File: config.mk
export PLATFORM = sky130hd
export DESIGN_NAME = evt_cmp_channel
export DESIGN_NICKNAME = d
export VERILOG_FILES = /design/src/rtl/evt_cmp_channel.sv
export SDC_FILE = /design/constraint.sdc
export NUM_CORES = 1
export LEC_CHECK = 0
export CAP_MARGIN = 20
export CORE_UTILIZATION = 52
export DETAILED_ROUTE_END_ITERATION = 8
export PLACE_DENSITY = 0.73
export SLEW_MARGIN = 30
export SYNTH_ARGS = -nofsm -noshare
export SYNTH_HDL_FRONTEND = slang
export SYNTH_SLANG_ARGS = --single-unit
File: constraint.sdc
create_clock -name clk -period 4.85 [get_ports clk]
set_input_delay 0.7275 -clock clk [delete_from_list [all_inputs] [get_ports clk]]
set_output_delay 0.7275 -clock clk [all_outputs]
set_load 0.02 [all_outputs]
File: src/rtl/evt_cmp_channel.sv
module evt_cmp_channel (
  input  logic        clk,
  input  logic        rst_n,
  input  logic [63:0] count,
  input  logic        glb_en,
  input  logic        wr_en,
  input  logic [1:0]  addr,
  input  logic [31:0] wdata,
  output logic [31:0] rdata,
  output logic        fire
);
  localparam logic [31:0] CAPS = 32'h3;

  logic        en, per, sv, w32;
  logic        arm_q, armed, wrap, glb_q;
  logic [63:0] cmp, prd;

  logic cfg_wr, lo_wr, hi_wr, en_rise, en_fall, load_cmp;
  logic live, cycling, eq, behind, wrap_hit, match, advance, arm_d, fire_d;
  logic [63:0] d64;
  logic [31:0] d32;

  assign cfg_wr   = wr_en && addr == 2'd0;
  assign lo_wr    = wr_en && addr == 2'd2;
  assign hi_wr    = wr_en && addr == 2'd3;
  assign en_rise  = cfg_wr && wdata[0] && !en;
  assign en_fall  = cfg_wr && !wdata[0] && en;
  assign load_cmp = !per || sv;

  assign d64      = cmp - count;
  assign d32      = cmp[31:0] - count[31:0];
  assign eq       = w32 ? (d32 == 32'd0) : (d64 == 64'd0);
  assign behind   = w32 ? d32[31] : d64[63];
  assign live     = armed && en && glb_en;
  assign cycling  = per && (w32 ? (prd[31:0] != 32'd0) : (prd != 64'd0));
  assign wrap_hit = live && wrap && (count[31:0] == 32'hFFFF_FFFF);
  assign match    = live && !wrap && eq;
  assign advance  = live && !wrap && cycling && (eq || behind);
  assign fire_d   = (wrap_hit || match) && !en_fall;
  assign arm_d    = (en_rise && glb_en)
                 || ((lo_wr || hi_wr) && en && glb_en)
                 || (glb_en && !glb_q && en && cmp != '1);

  always_comb begin
    case (addr)
      2'd0:    rdata = {28'd0, w32, sv, per, en};
      2'd1:    rdata = CAPS;
      2'd2:    rdata = cmp[31:0];
      default: rdata = cmp[63:32];
    endcase
  end

  always_ff @(posedge clk or negedge rst_n) begin
    if (!rst_n) begin
      en <= 1'b0; per <= 1'b0; sv <= 1'b0; w32 <= 1'b0;
      arm_q <= 1'b0; armed <= 1'b0; wrap <= 1'b0; glb_q <= 1'b0;
      fire <= 1'b0;
      cmp <= '1;
      prd <= '0;
    end else begin
      glb_q <= glb_en;
      arm_q <= arm_d;
      fire  <= fire_d;

      if (en_fall || !glb_en) begin
        armed <= 1'b0;
        wrap  <= 1'b0;
      end else if (arm_q) begin
        armed <= 1'b1;
        wrap  <= w32 && !per && (cmp[31:0] < count[31:0]);
      end else begin
        if (wrap_hit) wrap <= 1'b0;
        if (match && !cycling) armed <= 1'b0;
      end

      if (advance) begin
        if (w32) cmp[31:0] <= cmp[31:0] + prd[31:0];
        else     cmp <= cmp + prd;
      end

      if (cfg_wr) begin
        en  <= wdata[0];
        per <= wdata[1];
        sv  <= wdata[2];
        w32 <= wdata[3];
        if (wdata[3]) begin
          cmp[63:32] <= '0;
          prd[63:32] <= '0;
        end
      end

      if (lo_wr) begin
        if (load_cmp) cmp[31:0] <= wdata;
        if (per) prd[31:0] <= {wdata[31] && !w32, wdata[30:0]};
        sv <= 1'b0;
      end

      if (hi_wr) begin
        if (load_cmp) cmp[63:32] <= wdata;
        else          prd[63:32] <= {1'b0, wdata[30:0]};
        sv <= 1'b0;
      end
    end
  end

  AST_RESET_STATE: assert property (@(posedge clk) disable iff (!rst_n)
    !$past(rst_n) |-> (cmp == '1 && prd == '0 && !wrap && !fire));

  AST_FIRE_NEEDS_ENABLES: assert property (@(posedge clk) disable iff (!rst_n)
    fire |-> $past(en && glb_en && armed));

  AST_CATCHUP_SILENT: assert property (@(posedge clk) disable iff (!rst_n)
    $past(live && behind && !wrap) |-> !fire);

  AST_SETVAL_CLEARS: assert property (@(posedge clk) disable iff (!rst_n)
    $past(wr_en && addr[1]) |-> !sv);

  AST_WIDTH_CLEARS_UPPER: assert property (@(posedge clk) disable iff (!rst_n)
    $past(wr_en && addr == 2'd0 && wdata[3]) |-> (cmp[63:32] == '0 && prd[63:32] == '0));
endmodule

* Word level (Yosys, flattened, before mapping) *
Index checks and enable logic that the tools add are counted.

storage, ports and cells
  word-level logic and storage cells = 100
  input port bits = 102
  output and inout bits = 33
  register bits = 137

operators by class
  $lt $le $gt $ge = 1
  reduce and logical (&&, ||, !) cells = 52
  eq/ne operators = 5
  multiplexer cells = 26
  $add $sub $neg = 4

operators with widths
  operator                                                               count
  32-bit 2-to-1 mux                                                      12
  32-bit one-hot mux with 3 select lines                                 1
  64-bit adder                                                           1
  64-bit zero test                                                       1
  64-bit 2-to-1 mux                                                      1
  64-bit inequality test, second input constant                          1
  64-bit nonzero test                                                    1
  64-bit subtractor                                                      1
  32-bit adder                                                           1
  32-bit equality test, second input constant                            1
  32-bit zero test                                                       1
  32-bit less-than comparator                                            1
  32-bit nonzero test                                                    1
  32-bit subtractor                                                      1
  1-bit logical AND                                                      27
  1-bit 2-to-1 mux                                                       12
  1-bit zero test                                                        9
  3-bit nonzero test                                                     3
  1-bit logical OR                                                       7
  2-bit equality test, second input constant                             2
  2-bit by 1-bit equality test with 1-bit output, second input constant  1
  2-bit zero test                                                        1
  2-bit AND reduction                                                    1

* Longest topological paths before layout *
Gate-level depths: netlist of the first run.

  word-level depth = 10
  depth in mapped cells = 18
  depth with buffers taken out = 15

* Worst setup path after synthesis of the first run *
OpenSTA, ideal clock, no wires.

  kind = input -> register
  start = input port count[25]
  end = register cmp[49]
  setup time = 83 ps
  stages on the path = 16
  arrival = 4186 ps
  path slack = 580 ps
  cell sequence = inv_1 -> ha_1 -> buf_4 -> nand2_1 -> nor2_1 -> or4b_1 -> a311oi_1 -> nor3_1 -> o21ai_0 -> mux2_2 -> a2111oi_0 -> nand4_1 -> o21bai_4 -> nand2_4 -> buf_6 -> a221o_1

between the ends
  cells in the longest elaborated chain, start to end = 10

ends and longest elaborated chain
  item                                                    RTL line  RTL
  start: declaration                                      4         input logic [63:0] count,
  64-bit subtractor or 32-bit subtractor (tied branches)  30, 31
  64-bit zero test or 32-bit zero test (tied branches)    32        assign eq = w32 ? (d32 == 32'd0) : (d64 == 64'd0);
  1-bit 2-to-1 mux                                        32
  1-bit logical OR (*)                                    38        assign advance = live && !wrap && cycling && (eq || behind);
  1-bit logical AND (*)                                   38
  64-bit 2-to-1 mux (*)                                   76        if (advance) begin
  32-bit 2-to-1 mux                                       86        if (wdata[3]) begin
  32-bit 2-to-1 mux (*)                                   81        if (cfg_wr) begin
  32-bit 2-to-1 mux                                       99        if (load_cmp) cmp[63:32] <= wdata;
  32-bit 2-to-1 mux (*)                                   98        if (hi_wr) begin
  end signal: assignment                                  78        else cmp <= cmp + prd;
  end signal: assignment                                  99
  end: declaration                                        16        logic [63:0] cmp, prd;

Mark *: on every way between the ends. The rest lies on a longest branch, timed or not.
A chain may end at the register's enable or synchronous reset.

* Worst setup path after layout of the first run *
  start = input port count[21]
  end = register cmp[58]

Same word-level chain as after synthesis.

==> impl_metrics.env, run 1 <==
export IMPL_track_usage_pct=43.1
export IMPL_ys_types=96
export IMPL_outcome="completed"
export IMPL_grt_overflow=0
export IMPL_relSlewSlack_pct=44.4
export IMPL_synth_seq_area_share_pct=22.6
export IMPL_synth_top_flop_cell="dfrtp_1"
export IMPL_clkSinkCount=137
export IMPL_route_detailed_drc=0
export IMPL_critPathMaxFanout=9
export IMPL_slew_viol_final=0
export IMPL_final_area_mm2=0.0202
export IMPL_crit_type="in -> reg"
export IMPL_finalCriticalPeriod_ps=4800
export IMPL_drv_cap=0
export IMPL_layout_area_overhead_vs_synth_pct=30.2
export IMPL_skew_ps=8.92
export IMPL_worst_setup_path_end_kind="flip-flop"
export IMPL_synth_edf_count=0
export IMPL_h_tree_depth=4
export IMPL_row_count=62
export IMPL_cts_buffer_depth=2
export IMPL_hold_slack_ps=393
export IMPL_wirelength_met1_um=27000
export IMPL_wire_per_inst_um=24.5
export IMPL_viasPerCell=6.65
export IMPL_ioPinCount=135
export IMPL_hold_path_class="in -> async"
export IMPL_synth_warnings=0
export IMPL_grt_max_degree=101
export IMPL_worst_ir_drop_vdd_uv=438
export IMPL_cp_start_kind="primary input"
export IMPL_period_share_pct=99.0
export IMPL_dp_hpwl_um=54200
export IMPL_nets=2567
export IMPL_required_ps=5200
export IMPL_dp_cells=2699
export IMPL_placed_area_mm2=0.0192
export IMPL_dieArea_mm2=0.0305
export IMPL_rsz0062_at_grt="true"
export IMPL_tns_ps=0
export IMPL_max_freq_ghz=0.208
export IMPL_gp_congestion=1.06
export IMPL_clkTransAtPathRegs_ps=60
export IMPL_insertion_delay_ps=430
export IMPL_die_w_um=175
export IMPL_drive_gt1_share_pct=21.7
export IMPL_die_y_um=175
export IMPL_final_cells=2736
export IMPL_post_route_util_pct=69.5
export IMPL_port_buffer_count=134
export IMPL_worst_pin_slew_ps=831
export IMPL_fillers=2403
export IMPL_ys_async_sr_fraction_pct=100
export IMPL_numCtsBuffers=17
export IMPL_syn_area_per_cell_um2=7.85
export IMPL_setup_viol=0
export IMPL_coreArea_mm2=0.0290
export IMPL_place_ws_ps=-499
export IMPL_synth_nets=2202
export IMPL_setup_ws_ps=47.5
export IMPL_clockRootBuffer="clkbuf_16"
export IMPL_antenna_found_initial=3
export IMPL_start_util_pct=53.4
export IMPL_cts_tree="built"
export IMPL_grt_pass1_vias=17313
export IMPL_drt_initial_drc_count=1852
export IMPL_powerDensity_mw_per_mm2=520
export IMPL_ant_nets=0
export IMPL_syn_inst=1973
export IMPL_total_power_mw=10.5
export IMPL_crit_arrival_ps=5150
export IMPL_hold_violations=0
export IMPL_vias=18186
export IMPL_first_pass_iters=8
export IMPL_grt_pass1_wl_um=100000
export IMPL_wl_um=67100
export IMPL_p_leak_nw=9.22
export IMPL_wl_met2_um=29200
export IMPL_ys_ff_latch=137
export IMPL_dr_wl_met3_um=7450
export IMPL_syn_area_mm2=0.0155
export IMPL_top_layer_used="met5"
cells by family after synthesis:
| group | after synthesis | share of synthesized area (%) |
|---|---|---|
| fa+ha+maj | 127 | 10.3 |
| flops | 137 | 22.6 |
| xor+xnor | 77 | 4.35 |
| compound gates | 651 | 27.1 |
| buf+inv | 187 | 5.07 |
| simple gates | 661 | 21.6 |
| mux | 133 | 8.91 |
placed cells by master, fill, tap and decap left out, types with 41 or more instances in the layout:
cell and instances:
buf_4 295, nand2_1 199, a21oi_1 173, clkdlybuf4s50_1 128
ha_1 121, nor2_1 115, o21ai_0 101, inv_1 98
mux2i_1 95, nand4_1 78, dfrtp_1 73, dfstp_2 64
o21ai_1 62, nor3_1 43, a21o_1 42, xnor2_1 42
nand3_1 41
synthesized netlist by cell type (12+ instances only):
cell	count	share of area [%]
nor4_1	38	1.5
a22o_1	33	1.9
dfrtp_1	73	12
a21oi_1	177	5.7
nand2_1	200	4.8
o211ai_1	26	1.3
xnor2_1	42	2.4
a211oi_1	22	1.1
dfstp_2	64	11
o21a_1	22	1.1
o31ai_1	12	0.58
o21ai_0	109	3.5
buf_2	15	0.48
o21bai_1	23	1.1
or3_1	16	0.65
ha_1	126	10
nand2b_1	20	0.81
and2_1	14	0.57
o21ai_1	58	1.9
nor2_1	118	2.9
inv_1	98	2.4
mux2i_1	97	6.3
xor2_1	35	2.0
a21o_1	42	2.0
nor3_1	45	1.5
nand3_1	42	1.4
nor2b_1	40	1.6
a31oi_1	27	1.1
mux2_2	35	2.5
clkbuf_1	58	1.4
nand4_1	78	3.1
metal layers:
metal,up-vias,GRT usage (%)
met1,8665,56.9
met5,-,0
met4,2,19.3
met2,1125,67.1
met3,236,9.99
li1,8158,-
repair_timing:
action | in CTS | in global routing
hold buffers | 0 | 0
resized for setup | 6 | 60
hold endpoints to repair | 0 | 0
setup endpoints to repair | 36 | 65
pin swaps | 0 | 17
buffers inserted | 0 | 3
cloned | 0 | 1
path summary, 6_finish.rpt:
kind                           end  startpoint  slack (ps)  cells past startpoint
max in group asynchronous  cmp[21]       rst_n        3370                      2
hold / removal             prd[54]       rst_n         390                      1
setup reg to reg           cmp[63]     cmp[32]         190                     15
min in group clk           prd[55]     prd[55]         530                      1
hold reg to reg            prd[55]     prd[55]         530                      1
setup / recovery           cmp[58]   count[21]          50                     20
worst max-delay path, stage by stage:
cell             delay, ps
clkdlybuf4s50_1        480
inv_1                   80
ha_4                   270
nand4_1                240
nor4_4                 420
buf_4                  170
o211ai_1                90
buf_4                  180
o211ai_1               150
buf_4                  200
o211ai_1               170
mux2i_1                210
nor4b_2                310
o211a_1                270
nand4_1                200
o21bai_4               300
nand2_8                170
clkbuf_16              210
mux2i_1                130
o21ai_1                160
flip-flops by register name, indices dropped and copies added, names as in the netlist:
| signal | flops |
|---|---|
| cmp | 64 |
| prd | 64 |
| wrap | 1 |
| glb_q | 1 |
| w32 | 1 |
| arm_q | 1 |
| fire | 1 |
| per | 1 |
| sv | 1 |
| armed | 1 |
| en | 1 |
where the power goes:
| group | internal, mW | switching, mW |
|---|---|---|
| clock | 0.863 | 0.526 |
| sequential | 1.57 | 0.582 |
| combinational | 2.99 | 3.96 |
final cells by class:
type                    instances  area [um2]  share of cell area [%]
diodes                          1        2.50                  0.0124
repair buffers                435        3660                    18.2
multi-input cells            1649       11500                    57.1
clock buffers                  18         429                    2.13
inverters                      98         368                    1.82
flip-flops and latches        137        3510                    17.4
well taps                     384         480                    2.38
clock inverters                14         196                   0.974
(Power assumes the default switching activity.)
==> run 2, diff against run 1 <==
--- a/config.mk
+++ b/config.mk
@@ -5,6 +5,7 @@
 export SDC_FILE = /design/constraint.sdc
 export NUM_CORES = 1
 export LEC_CHECK = 0
+export ABC_AREA = 0
 export CAP_MARGIN = 20
 export CORE_UTILIZATION = 52
 export DETAILED_ROUTE_END_ITERATION = 8
==> results of run 2 <==
The final DEF is identical to that of run 1; final timing and power are the same.
